--- src/rtl/hb_pkg.sv ---
// Shared types for the H-bridge gate sequencer.
// Assumes two legs per bridge; leg index 0 is leg A, index 1 is leg B.
package hb_pkg;
    localparam int NUM_LEGS = 2;

    typedef struct packed {
        logic hi;
        logic lo;
    } leg_gate_t;
endpackage

--- src/rtl/hb_target.sv ---
// Combinational target pattern for the four gates.
// Computes which switches should conduct in the present mode, ignoring
// deadtime; the per-leg sequencers apply timing. Targets never request
// both switches of one leg.
module hb_target
    import hb_pkg::*;
(
    input  logic                      glb_en,
    input  logic                      br_en,
    input  logic                      phase,
    input  logic                      chop,
    input  logic                      decay_slow,
    output leg_gate_t [NUM_LEGS-1:0]  want
);
    // Select drive, fast-decay, slow-decay or off pattern.
    always_comb begin
        want = '0;
        if (glb_en && br_en) begin
            if (!chop) begin
                want[0].hi = phase;
                want[1].lo = phase;
                want[1].hi = !phase;
                want[0].lo = !phase;
            end else if (!decay_slow) begin
                want[0].lo = phase;
                want[1].lo = !phase;
            end else begin
                want[0].hi = 1'b1;
                want[1].hi = 1'b1;
            end
        end
    end
endmodule

--- src/rtl/hb_leg.sv ---
// One bridge leg with deadtime insertion.
// A gate drops on the edge after its target clears; it rises only after
// its partner has been off for DEAD_CYC cycles. Requires DEAD_CYC >= 1.
module hb_leg
    import hb_pkg::*;
#(
    parameter int DEAD_CYC = 125
) (
    input  logic      clk,
    input  logic      rst_n,
    input  leg_gate_t want,
    output leg_gate_t gate
);
    localparam int CW = $clog2(DEAD_CYC + 1);
    localparam logic [CW-1:0] READY = CW'(DEAD_CYC - 1);

    logic          hi_q, lo_q;
    logic [CW-1:0] hi_off_cnt, lo_off_cnt;
    logic          hi_nxt, lo_nxt;

    // Next gate state: hold while wanted, rise only when partner is settled off.
    always_comb begin
        hi_nxt = want.hi && !want.lo && (hi_q || (!lo_q && lo_off_cnt == READY));
        lo_nxt = want.lo && !want.hi && (lo_q || (!hi_q && hi_off_cnt == READY));
    end

    // Gate registers.
    always_ff @(posedge clk) begin
        if (!rst_n) begin
            hi_q <= 1'b0;
            lo_q <= 1'b0;
        end else begin
            hi_q <= hi_nxt;
            lo_q <= lo_nxt;
        end
    end

    // Saturating off-time counters, one per switch.
    always_ff @(posedge clk) begin
        if (!rst_n) begin
            hi_off_cnt <= '0;
            lo_off_cnt <= '0;
        end else begin
            if (hi_q)                     hi_off_cnt <= '0;
            else if (hi_off_cnt != READY) hi_off_cnt <= hi_off_cnt + 1'b1;
            if (lo_q)                     lo_off_cnt <= '0;
            else if (lo_off_cnt != READY) lo_off_cnt <= lo_off_cnt + 1'b1;
        end
    end

    assign gate.hi = hi_q;
    assign gate.lo = lo_q;

    // leg never shorts.
    a_r1_leg_exclusive: assert property (@(posedge clk) disable iff (!rst_n)
        !(hi_q && lo_q));
    // a rising gate always had its partner off the cycle before.
    a_r2_hi_rise_guarded: assert property (@(posedge clk) disable iff (!rst_n)
        $rose(hi_q) |-> $past(!lo_q));
    a_r2_lo_rise_guarded: assert property (@(posedge clk) disable iff (!rst_n)
        $rose(lo_q) |-> $past(!hi_q));
    // a cleared target drops the gate on the next edge.
    a_r2_hi_drop: assert property (@(posedge clk) disable iff (!rst_n)
        !want.hi |=> !hi_q);
    a_r2_lo_drop: assert property (@(posedge clk) disable iff (!rst_n)
        !want.lo |=> !lo_q);
endmodule

--- src/rtl/hbridge_gate_seq.sv ---
// H-bridge gate sequencer: mode decode plus two deadtime-guarded legs.
// Assumes all inputs are synchronous to clk. DEAD_CYC is the guard
// interval in clock cycles and must be at least 1.
module hbridge_gate_seq
    import hb_pkg::*;
#(
    parameter int DEAD_CYC = 125
) (
    input  logic clk,
    input  logic rst_n,
    input  logic glb_en,
    input  logic br_en,
    input  logic phase,
    input  logic chop,
    input  logic decay_slow,
    output logic gate_a_hi,
    output logic gate_a_lo,
    output logic gate_b_hi,
    output logic gate_b_lo
);
    leg_gate_t [NUM_LEGS-1:0] want;
    leg_gate_t [NUM_LEGS-1:0] gate;

    hb_target u_target (
        .glb_en     (glb_en),
        .br_en      (br_en),
        .phase      (phase),
        .chop       (chop),
        .decay_slow (decay_slow),
        .want       (want)
    );

    // One deadtime sequencer per leg.
    for (genvar i = 0; i < NUM_LEGS; i++) begin : g_leg
        hb_leg #(.DEAD_CYC(DEAD_CYC)) u_leg (
            .clk   (clk),
            .rst_n (rst_n),
            .want  (want[i]),
            .gate  (gate[i])
        );
    end

    assign gate_a_hi = gate[0].hi;
    assign gate_a_lo = gate[0].lo;
    assign gate_b_hi = gate[1].hi;
    assign gate_b_lo = gate[1].lo;

    // global disable clears every gate one edge later.
    a_r6_global_off: assert property (@(posedge clk) disable iff (!rst_n)
        $past(!glb_en) |-> !(gate_a_hi || gate_a_lo || gate_b_hi || gate_b_lo));
    // bridge disable keeps every gate off.
    a_r7_bridge_off: assert property (@(posedge clk) disable iff (!rst_n)
        $past(!br_en) |-> !(gate_a_hi || gate_a_lo || gate_b_hi || gate_b_lo));
    // fast decay never closes a high side.
    a_r4_fast_no_high: assert property (@(posedge clk) disable iff (!rst_n)
        $past(chop && !decay_slow) |-> !gate_a_hi && !gate_b_hi);
    // slow decay never closes a low side.
    a_r5_slow_no_low: assert property (@(posedge clk) disable iff (!rst_n)
        $past(chop && decay_slow) |-> !gate_a_lo && !gate_b_lo);
    // drive never closes both switches on the same rail.
    a_r3_drive_diagonal: assert property (@(posedge clk) disable iff (!rst_n)
        $past(!chop) |-> !(gate_a_hi && gate_b_hi) && !(gate_a_lo && gate_b_lo));
endmodule

--- config.mk ---
export PLATFORM = sky130hd
export DESIGN_NAME = hbridge_gate_seq
export DESIGN_NICKNAME = d
export VERILOG_FILES = /design/src/rtl/hb_pkg.sv /design/src/rtl/hb_target.sv /design/src/rtl/hb_leg.sv /design/src/rtl/hbridge_gate_seq.sv
export SDC_FILE = /design/constraint.sdc
export NUM_CORES = 1
export LEC_CHECK = 0
export BUFFER_PORTS_ARGS = -buffer_cell sky130_fd_sc_hd__buf_4
export CELL_PAD_IN_SITES_DETAIL_PLACEMENT = 1
export CELL_PAD_IN_SITES_GLOBAL_PLACEMENT = 1
export CORE_UTILIZATION = 48
export DETAILED_ROUTE_END_ITERATION = 8
export PLACE_DENSITY = 0.85
export SETUP_SLACK_MARGIN = 0.05
export SYNTH_ARGS = -nofsm -noshare
export SYNTH_HDL_FRONTEND = slang
export SYNTH_SLANG_ARGS = --single-unit
--- constraint.sdc ---
create_clock -name clk -period 2.3 [get_ports clk]
set_input_delay 0.345 -clock clk [delete_from_list [all_inputs] [get_ports clk]]
set_output_delay 0.345 -clock clk [all_outputs]
set_load 0.05 [all_outputs]
== Word-level counts from Yosys, hierarchy flattened ==
Index checks and enable logic that the tools add are counted.
Word-level totals
  input bits: 7
  flip-flop bits (word level): 32
  output and inout bits: 4
  word-level logic and storage cells: 56
Cells by class
  reduce and logical (&&, ||, !) cells: 30
  $add $sub $neg: 4
  equal/unequal tests: 8
  bitwise gates (word level): 1
  multiplexer cells: 5
Operator list (count)
  7-bit by 1-bit adder with 7-bit output (second input constant): 4
  7-bit equality test (second input constant): 4
  7-bit != test (second input constant): 4
  1-bit logical AND: 13
  1-bit zero test: 9
  4-bit 2-to-1 mux: 2
  2-bit OR reduction: 4
  1-bit logical OR: 4
  1-bit 2-to-1 mux: 3
  1-bit NOT: 1

== Depth between registers and ports, before layout ==
Gate-level depths: netlist (run 1).
  depth in word-level cells: 7
  gate-level depth with buffers: 5
  depth with buffers taken out: 5

== Hierarchy ==
From an unflattened synthesis (run 1), not the netlist that was laid out.
Second synthesis, totals
  cells, all modules: 185
  area, all modules: 1627.8 um2
By module, submodules not included
  hb_leg: seq. area each 320.3 um2, area each 779.5 um2, instances 2, cells an instance 87
  hb_target: seq. area each 0.0 um2, area each 68.8 um2, instances 1, cells an instance 11

== Worst setup path after synthesis (run 1) ==
OpenSTA, ideal clock, no wires.
  kind: register to register
  start: register g_leg[1].u_leg.lo_q
  end: register g_leg[1].u_leg.lo_off_cnt[0]
  library setup time: 128 ps
  cell stages (with the launch flop): 3
  arrival time: 1019 ps
  slack: 1153 ps
  data required time: 2172 ps
  path buffers: 0
  clock period less this slack: 1147 ps
  path through: dfxtp_1 nand2b_1 nor3_1
Between the ends
  longest elaborated chain between the ends: 1
Ends and longest elaborated chain
  start: declaration: RTL line hb_leg.sv:17  | logic hi_q, lo_q;
  start signal: assignment: RTL line hb_leg.sv:34  | lo_q <= lo_nxt;
  2-bit OR reduction (no source line)
  end signal: assignment: RTL line hb_leg.sv:47  | else if (lo_off_cnt != READY) lo_off_cnt <= lo_off_cnt + 1'b1;
  end: declaration: RTL line hb_leg.sv:18  | logic [CW-1:0] hi_off_cnt, lo_off_cnt;
No other way between the ends.
A chain may end at the register's enable or synchronous reset.

== Worst setup path in the final report (run 1) ==
  start: register g_leg[1].u_leg.hi_off_cnt[0]
  end: register g_leg[1].u_leg.hi_off_cnt[5]
Between the ends
  longest elaborated chain between the ends: 1
  elaborated cells on any way between the ends: 2
  classes of those cells: add/sub: 1; eq/ne: 1
Ends and longest elaborated chain
  start: declaration: RTL line hb_leg.sv:18
  start signal: assignment: RTL line hb_leg.sv:45  | else if (hi_off_cnt != READY) hi_off_cnt <= hi_off_cnt + 1'b1;
  7-bit by 1-bit adder with 7-bit output / 7-bit != test (equally long branches): RTL line hb_leg.sv:45
Several ways; a longest one is shown, not always the timed one.

==> results of run 1 <==
path summary, 6_finish.rpt:
path	to	slack (ns)	cells past startpoint	from
worst max-delay path	g_leg[1].u_leg.hi_off_cnt[5]	0.97	5	g_leg[1].u_leg.hi_off_cnt[0]
worst min-delay path	g_leg[0].u_leg.lo_q	0.37	3	chop
worst max register to register	g_leg[1].u_leg.hi_off_cnt[5]	0.97	5	g_leg[1].u_leg.hi_off_cnt[0]
worst min register to register	g_leg[0].u_leg.hi_off_cnt[1]	0.51	2	g_leg[0].u_leg.hi_off_cnt[1]
area by class of cell:
| type | count | area [µm²] |
|---|---|---|
| clock buffer | 7 | 65.06 |
| sequential | 32 | 640.6 |
| fill | 384 | 1295 |
| multi-input combinational | 134 | 883.3 |
| inverter | 9 | 33.78 |
| clock inverter | 1 | 30.03 |
| timing repair buffer | 10 | 75.07 |
| tap | 44 | 55.05 |
per-layer routing:
layer | GRT usage | vias up | share of wire
li1 | - | 674 | -
met4 | 0.07483 | 0 | 0.014
met5 | 0 | - | 0
met1 | 0.2694 | 638 | 0.46
met3 | 0.06987 | 6 | 0.029
met2 | 0.4058 | 15 | 0.50
sequential cells by signal (all words and copies together), names as in the netlist:
name / count
g_leg.u_leg.hi_off_cnt: 14
g_leg.u_leg.hi_q: 2
g_leg.u_leg.lo_off_cnt: 14
g_leg.u_leg.lo_q: 2
power by group through the flow:
stage	registers, mW	logic [mW]	clock network [mW]
after floorplan	0.601	0.0587	0
after global placement	0.605	0.0783	0
after detailed placement	0.608	0.0860	0
after CTS	0.595	0.0878	0.495
after global routing	0.599	0.0997	0.526
final	0.595	0.0855	0.484
worst reg2reg max path, cell delays in order (launching register included):
cell     delay (ns)
dfxtp_1        0.39
inv_1          0.09
ha_1           0.22
and2_1         0.21
nor4_1         0.23
nor3_1         0.08
cell families (layout without fill, tap and decap cells):
family                     count (synthesis)  count (layout)
AOI/OAI and AO/OA                         41              41
adders and majority gates                  8               8
DFF                                       32              32
buffers and inverters                     10              27
xor gates and xnor gates                  10              10
and+or+nand+nor                           75              75
through the flow:
step / cell area (µm²) / power [mW] / worst slack, ns / hold slack (ns) / utilization
after global placement: 1688 / 0.6834 / 1.087 / 0.4903 / 0.5484
final: 1783 / 1.165 / 0.9694 / 0.3673 / 0.5793
after global routing: 1783 / 1.225 / 0.7797 / 0.3773 / 0.5793
after detailed placement: 1688 / 0.6937 / 1.000 / 0.4981 / 0.5484
after CTS: 1783 / 1.177 / 0.9764 / 0.3685 / 0.5793
after floorplan: 1565 / 0.6599 / 1.153 / 0.4690 / -
Yosys cell counts (all sizes together), types with 4 or more instances:
cell type / instances / area, µm²
xnor2: 6 / 52.55
and4: 6 / 61.31
nand2b: 4 / 25.02
dfxtp: 32 / 640.6
inv: 9 / 33.78
and3: 4 / 25.02
ha: 8 / 100.1
a31oi: 5 / 31.28
and2: 4 / 25.02
o21ai: 7 / 35.03
xor2: 4 / 35.03
nor3: 19 / 105.1
nand3: 8 / 40.04
a21oi: 26 / 133.9
nand2: 13 / 51.30
nand4: 6 / 50.04
==> impl_metrics.yaml, run 1 <==
detailed_routing:
  wl_per_cell_um: 14.85
  vias: 1333
  firstDrtPassIters: 4
  drt_iter0_markers: 84
  ant_nets: 0
  drc_errors: 0
  via_per_inst: 5.624
  wirelength_um: 3519
critical_path:
  critPathMaxFanout: 5
  worstPathCellList: "inv_1 > ha_1 > and2_1 > nor4_1 > nor3_1"
  worst_setup_path_start_kind: "register"
  cp_top_family: "simple AND/OR/NAND/NOR gates"
  end_kind: "register"
  cp_data_arrival_time_ns: 1.55
  crit_type: "reg -> reg"
  critPathMaxStageDelay_ns: 0.39
  cp_data_required_time_ns: 2.52
  crit_slowest_cell: "dfxtp_1"
  cp_num_buf_inv: 1
power:
  p_int_uw: 898.5
  p_per_area_nw_per_um2: 653.4
  p_leak_nw: 0.6882
  ir_worst_vdd_mv: 0.4230
  net-switching-power_uw: 266.5
  power_frac_comb: 0.073
  seq_power_share: 0.511
  clockPowerShare: 0.416
  swShare: 0.2288
sta:
  finalClockSkew_ns: 0.01096
  slew_headroom: 0.7854
  rsz0062_at_grt: "false"
  fin_crit_ns: 1.331
  max_clock_freq_mhz: 751.6
  hold_viol_final: 0
  worst_slew_pin_slew_ns: 0.3220
  finalSetupTns_ns: 0
  slew_violations: 0
  setup_viol: 0
  period_share: 0.5785
clock_tree:
  h-tree-depth: 2
  cts.sink_count: 32
  cts_buffer_depth: 2
  cts_hold_buffers: 0
  cts_tree: "done"
  numCtsBuffers: 5
  cts.reportedPaths.clkPinSlew_ns: 0.11
  root_buffer: "clkbuf_4"
  cts_resized: 0
  clk_latency_ns: 0.33
  post_cts_buffers: 0
place:
  gp_congestion: 0.7701
  dp_hpwl_um: 2633
  port_buffers: 10
  placed_cells_incl_taps: 229
synthesis:
  synth_edf_count: 0
  synth-xor-area-share: 0.05596
  synth_compound_area_frac: 0.1455
  synth_ff_type: "dfxtp_1"
  synthMuxAreaShare: 0
  yosys_warnings: 0
  netlist_area_um2: 1565
  async_flop_share: 0
  syn-instance-count: 176
  synth.avg_cell_area_um2: 8.893
  synth_cell_types: 33
  yosys.area_share.adder: 0.06395
  synth_seq_cells: 32
  synth_top_family_by_area: "simple AND/OR/NAND/NOR gates"
  synth_seq_area_share: 0.4093
  syn_nets: 191
  synth-simple-area-share: 0.2990
final_layout:
  nets: 207
  synthToLayoutAreaGrowth_pct: 13.91
  final_common_cell: "dfxtp_1"
  antennaDiodeCount: 0
  mostFrequentLayoutCells: "dfxtp_1, a21oi_1, nor3_1, nand2_1, buf_4"
  drive_above_1_share: 0.1554
  fin_cells: 237
global_route:
  grt_usage: 0.2318
  grt_max_degree: 11
  grt_antenna_before_repair: 0
  grt_first_pass_wirelength_um: 6113
  overflow: 0
  grt_pass1_vias: 1360
outcome:
  outcome: "finished, final reports clean"
floorplanning:
  chipWidth_um: 59.11
  dieArea_um2: 3493
  core_um2: 3078
  rows: 20
  initial_core_util: 0.5085
  die_h_um: 59.11
  ios: 11
run:
  maxCapViolCount: 0
min_path:
  hp-class: "in -> reg"
Power figures use the tool's default switching activity.
==> run 2: changes to the inputs <==
CORE_UTILIZATION = 45   (was 48)
PLACE_DENSITY = 0.81   (was 0.85)
clock period = 1.4 ns   (was 2.3 ns; I/O delays follow)
==> run 2 against run 1 <==
Non-clock buffer count is the same; clock skew down 0.0045 ns; sequential power rose by 65%; hold slack got worse by 0.13 ns; cell count grew 0.84%; critical path type unchanged; critical endpoint is now g_leg[1].u_leg.hi_off_cnt[0]; largest power group unchanged; highest routed layer unchanged.
==> impl_metrics.yaml, run 2 (synthesis results as in run 1) <==
run:
  maxCapViolCount: 0
critical_path:
  cp_data_arrival_time_ns: 1.49
  reg2reg_from: "g_leg[1].u_leg.hi_off_cnt[0]"
  critPathMaxStageDelay_ns: 0.38
  crit_slowest_cell: "dfxtp_1"
  r2r-end: "g_leg[1].u_leg.hi_off_cnt[0]"
  end_kind: "register"
  cp_top_family: "flip-flops"
  worst_setup_path_start_kind: "register"
  cp_num_buf_inv: 1
  critPathMaxFanout: 5
  crit_type: "reg -> reg"
  r2r.worst_path.cells: 5
  cp_num_cells: 5
  reg2reg_slack_ns: 0.14
  worstPathCellList: "inv_1 > ha_1 > and2_1 > a21oi_1 > nor3_1"
  cp_data_required_time_ns: 1.62
global_route:
  overflow: 0
  grt_first_pass_wirelength_um: 5885
  grt_usage: 0.2159
  grt_max_degree: 10
  grt_antenna_before_repair: 0
  grt_pass1_vias: 1335
sta:
  worst_slack_ns: 0.1377
  worst_slew_pin_slew_ns: 0.3288
  finalSetupTns_ns: 0
  rsz0062_at_grt: "true"
  slew_violations: 0
  max_clock_freq_mhz: 792.2
  slew_headroom: 0.7808
  period_share: 0.9016
  hold_viol_final: 0
  finalClockSkew_ns: 0.006480
  fin_crit_ns: 1.262
  setup_viol: 0
final_layout:
  antennaDiodeCount: 0
  synthToLayoutAreaGrowth_pct: 12.87
  mostFrequentLayoutCells: "dfxtp_1, a21oi_1, nor3_1, nand2_1, buf_4"
  reg_top3: "g_leg.u_leg.hi_off_cnt (14), g_leg.u_leg.lo_off_cnt (14)"
  drive_above_1_share: 0.1762
  fill_cells: 424
  final_common_cell: "dfxtp_1"
  nets: 207
  final_util: 0.5294
floorplanning:
  ios: 11
  core_um2: 3337
  chipWidth_um: 60.98
  die_h_um: 60.98
  rows: 21
  initial_core_util: 0.4691
  dieArea_um2: 3718
detailed_routing:
  wl_per_cell_um: 15.20
  drc_errors: 0
  ant_nets: 0
  vias: 1337
  drt_iter0_markers: 75
  firstDrtPassIters: 4
  wirelength_um: 3633
  via_per_inst: 5.594
clock_tree:
  post_cts_buffers: 0
  h-tree-depth: 2
  cts.reportedPaths.clkPinSlew_ns: 0.10
  root_buffer: "clkbuf_4"
  numCtsBuffers: 5
  clk_latency_ns: 0.33
  cts.sink_count: 32
  cts_buffer_depth: 2
  cts_tree: "done"
place:
  gp_congestion: 0.7818
  dp_hpwl_um: 2673
  port_buffers: 10
  post-place-ws_ns: 0.05042
power:
  ir_worst_vdd_mv: 0.4594
  p_leak_nw: 0.6704
  p_per_area_nw_per_um2: 951.6
outcome:
  outcome: "finished, final reports clean"
min_path:
  hp-class: "in -> reg"
  min_from: "chop"
  min_delay_path_depth: 3
  min_to: "g_leg[0].u_leg.lo_q"
[run 2: changes by cell type in the layout (fill, tap and decap cells not counted)]
cell,delta
dfxtp_1,-4
bufinv_16,-1
nor4_2,+2
clkbuf_8,-1
o21ai_0,-1
clkbuf_1,+2
dfxtp_2,+4
nor4_1,-2
o21ai_1,+1
[run 2: worst reg2reg max path: cells and delay by family, from the launching register on]
kind | cells | cell delay [ns]
and+or+nand+nor | 2 | 0.28
buffers and inverters | 1 | 0.09
AOI/OAI and AO/OA | 1 | 0.18
DFF | 1 | 0.38
adders and majority gates | 1 | 0.22
[run 2: worst max path at each step]
stage	slack (ns)	from	endpoint
2_1_floorplan	0.25	g_leg[1].u_leg.lo_q	g_leg[1].u_leg.lo_off_cnt[0]
4_1_cts	0.07	g_leg[1].u_leg.hi_off_cnt[0]	g_leg[1].u_leg.hi_off_cnt[5]
5_1_grt	0.04	g_leg[1].u_leg.hi_off_cnt[0]	g_leg[1].u_leg.hi_off_cnt[4]
6_report	0.14	g_leg[1].u_leg.hi_off_cnt[0]	g_leg[1].u_leg.hi_off_cnt[0]
3_5_place_dp	0.05	g_leg[0].u_leg.hi_off_cnt[0]	g_leg[0].u_leg.hi_off_cnt[5]
3_3_place_gp	0.15	g_leg[0].u_leg.hi_off_cnt[0]	g_leg[0].u_leg.hi_off_cnt[5]
[run 2: timing repair]
action	CTS	global route
setup endpoints to repair	1	8
hold buffers	0	0
resized for setup	1	6
[run 2: where the power goes]
part / internal [mW] / switching (mW) / leakage, nW / total (mW)
sequential: 0.942 / 0.0386 / 0.261 / 0.981
combinational: 0.0631 / 0.0812 / 0.377 / 0.144
clock: 0.248 / 0.309 / 0.0326 / 0.556
[run 2: through the flow]
step	instances	area, µm²	power, mW	hold slack, ns
finish	239	1767	1.681	0.2339
global route	239	1767	1.763	0.2541
detailed placement	231	1690	1.138	0.5142
global placement	231	1690	1.123	0.4878
floorplan	176	1565	1.084	0.4215
CTS	239	1755	1.693	0.2285
[run 2: cell type report]
class	instances	area, µm²	share of cell area
flip-flops and latches	32	645.6	0.3654
repair buffers	10	75.07	0.04249
well taps	46	57.56	0.03258
inverters	9	33.78	0.01912
multi-input cells	134	895.9	0.5071
clock buffers	8	58.81	0.03329
[run 2: per-layer routing]
metal  vias up  share of wire  global-route usage
met3         9          0.019             0.04478
met5         -              0                   0
met4         0          0.020             0.08766
li1        673              -                   -
met2        12           0.52              0.3956
met1       643           0.44              0.2425
==> run 3: changes to the inputs <==
CAP_MARGIN = 20   (was unset)
CORE_UTILIZATION = 47   (was 45)
CTS_BUF_LIST = sky130_fd_sc_hd__clkbuf_4 sky130_fd_sc_hd__clkbuf_8   (was unset)
PLACE_DENSITY = 0.83   (was 0.81)
==> run 3 against run 2 <==
First-iteration DRC count fell by 23%; power fell by 6.6%; clock power fell by 19%; global-route usage rose by 0.55 points; largest cell class unchanged; cell area fell by 1.6%; register-to-register slack barely moved; largest power group unchanged; maximum frequency fell by 0.66%; setup slack got worse by 0.0084 ns; hold slack got worse by 0.00083 ns; clock-buffer cell count fell by 3; cell count fell by 2.1%; highest routed layer unchanged.
==> impl_metrics.yaml, run 3 (synthesis results as in run 1) <==
clock_tree:
  cts_hold_buffers: 0
  clk_latency_ns: 0.31
  root_buffer: "clkbuf_4"
  cts.reportedPaths.clkPinSlew_ns: 0.09
  post_cts_buffers: 0
  cts_buffer_depth: 2
  cts_tree: "done"
  numCtsBuffers: 5
  cts.sink_count: 32
  h-tree-depth: 2
global_route:
  overflow: 0
  grt_first_pass_wirelength_um: 5892
  grt_max_degree: 9
  grt_pass1_vias: 1389
  grt_antenna_before_repair: 0
  grt_usage: 0.2214
sta:
  worst_slew_pin_slew_ns: 0.3200
  setup_viol: 0
  period_share: 0.9077
  fin_crit_ns: 1.271
  max_clock_freq_mhz: 787.0
  rsz0062_at_grt: "true"
  finalClockSkew_ns: 0.003423
  slew_headroom: 0.7867
  hold_ws_ns: 0.2331
  worst_slack_ns: 0.1293
  slew_violations: 0
  hold_viol_final: 0
  finalSetupTns_ns: 0
floorplanning:
  ios: 11
  dieArea_um2: 3565
  die_h_um: 59.71
  initial_core_util: 0.5044
  rows: 20
  core_um2: 3103
  chipWidth_um: 59.71
detailed_routing:
  vias: 1362
  wirelength_um: 3451
  drc_errors: 0
  wl_per_cell_um: 14.75
  drt_iter0_markers: 58
  via_per_inst: 5.821
  firstDrtPassIters: 4
  ant_nets: 0
final_layout:
  reg_top3: "g_leg.u_leg.hi_off_cnt (14), g_leg.u_leg.lo_off_cnt (14)"
  nets: 207
  design_area_um2: 1739
  final_util: 0.5605
  mostFrequentLayoutCells: "dfxtp_1, a21oi_1, nor3_1, nand2_1, buf_4"
  synthToLayoutAreaGrowth_pct: 11.11
  fin_cells: 234
  fill_cells: 394
  antennaDiodeCount: 0
  final_common_cell: "dfxtp_1"
  drive_above_1_share: 0.1684
critical_path:
  critPathMaxFanout: 5
  crit_slowest_cell: "dfxtp_2"
  worstPathCellList: "inv_1 > ha_1 > and2_2 > nor4_2 > nor3_1"
  crit_type: "reg -> reg"
  reg2reg_slack_ns: 0.13
  end_kind: "register"
  cp_data_arrival_time_ns: 1.48
  cp_data_required_time_ns: 1.60
  r2r.worst_path.cells: 5
  critPathMaxStageDelay_ns: 0.36
  r2r-end: "g_leg[1].u_leg.hi_off_cnt[5]"
  reg2reg_from: "g_leg[1].u_leg.hi_off_cnt[0]"
  worst_setup_path_start_kind: "register"
power:
  p_per_area_nw_per_um2: 902.9
  p_leak_nw: 0.6609
  ir_worst_vdd_mv: 0.6143
  power_mw: 1.570
place:
  placed_cells_incl_taps: 229
  post-place-ws_ns: 0.07727
  placed_cell_area_um2: 1688
  port_buffers: 10
  gp_congestion: 0.7740
  dp_hpwl_um: 2642
min_path:
  min_to: "g_leg[0].u_leg.lo_q"
  min_delay_path_depth: 3
  hp-class: "in -> reg"
  min_from: "chop"
run:
  maxCapViolCount: 0
outcome:
  outcome: "finished, final reports clean"
-- run 3: area by class of cell --
type / instances / area [µm²] / share of cell area
flip-flops and latches: 32 / 643.1 / 0.3698
well taps: 44 / 55.05 / 0.03165
inverters: 9 / 33.78 / 0.01942
repair buffers: 10 / 75.07 / 0.04317
multi-input cells: 134 / 894.6 / 0.5144
clock buffers: 5 / 37.54 / 0.02158
-- run 3: worst max-delay path by stage --
stage                            startpoint                           end  slack, ns  cells after the start
2_1_floorplan           g_leg[1].u_leg.lo_q  g_leg[1].u_leg.lo_off_cnt[0]       0.25                      2
3_3_place_gp   g_leg[0].u_leg.hi_off_cnt[0]  g_leg[0].u_leg.hi_off_cnt[5]       0.15                      5
3_5_place_dp   g_leg[1].u_leg.hi_off_cnt[0]  g_leg[1].u_leg.hi_off_cnt[5]       0.08                      5
4_1_cts        g_leg[1].u_leg.hi_off_cnt[0]  g_leg[1].u_leg.hi_off_cnt[5]       0.06                      5
5_1_grt        g_leg[1].u_leg.lo_off_cnt[1]  g_leg[1].u_leg.lo_off_cnt[0]       0.04                      5
6_report       g_leg[1].u_leg.hi_off_cnt[0]  g_leg[1].u_leg.hi_off_cnt[5]       0.13                      5
-- run 3: power breakdown --
part | internal (mW) | switching [mW]
logic | 0.0626 | 0.0803
clock network | 0.168 | 0.283
registers | 0.940 | 0.0366
-- run 3: metal layers --
metal	routed length [µm]	track usage
met5	0	0
met4	94	0.09967
met3	82	0.05628
met2	1778	0.3873
met1	1495	0.2513
-- run 3: repair_timing --
action                     4_1_cts  5_1_grt
hold endpoints to repair         0        0
setup endpoints to repair        0        4
gates resized for setup          0        5
-- run 3: worst max-delay path: cells and delay by family, from the launching register on --
kind	cells	cell delay (ns)
and+or+nand+nor	3	0.48
DFF	1	0.36
adders and majority gates	1	0.23
buffers and inverters	1	0.10
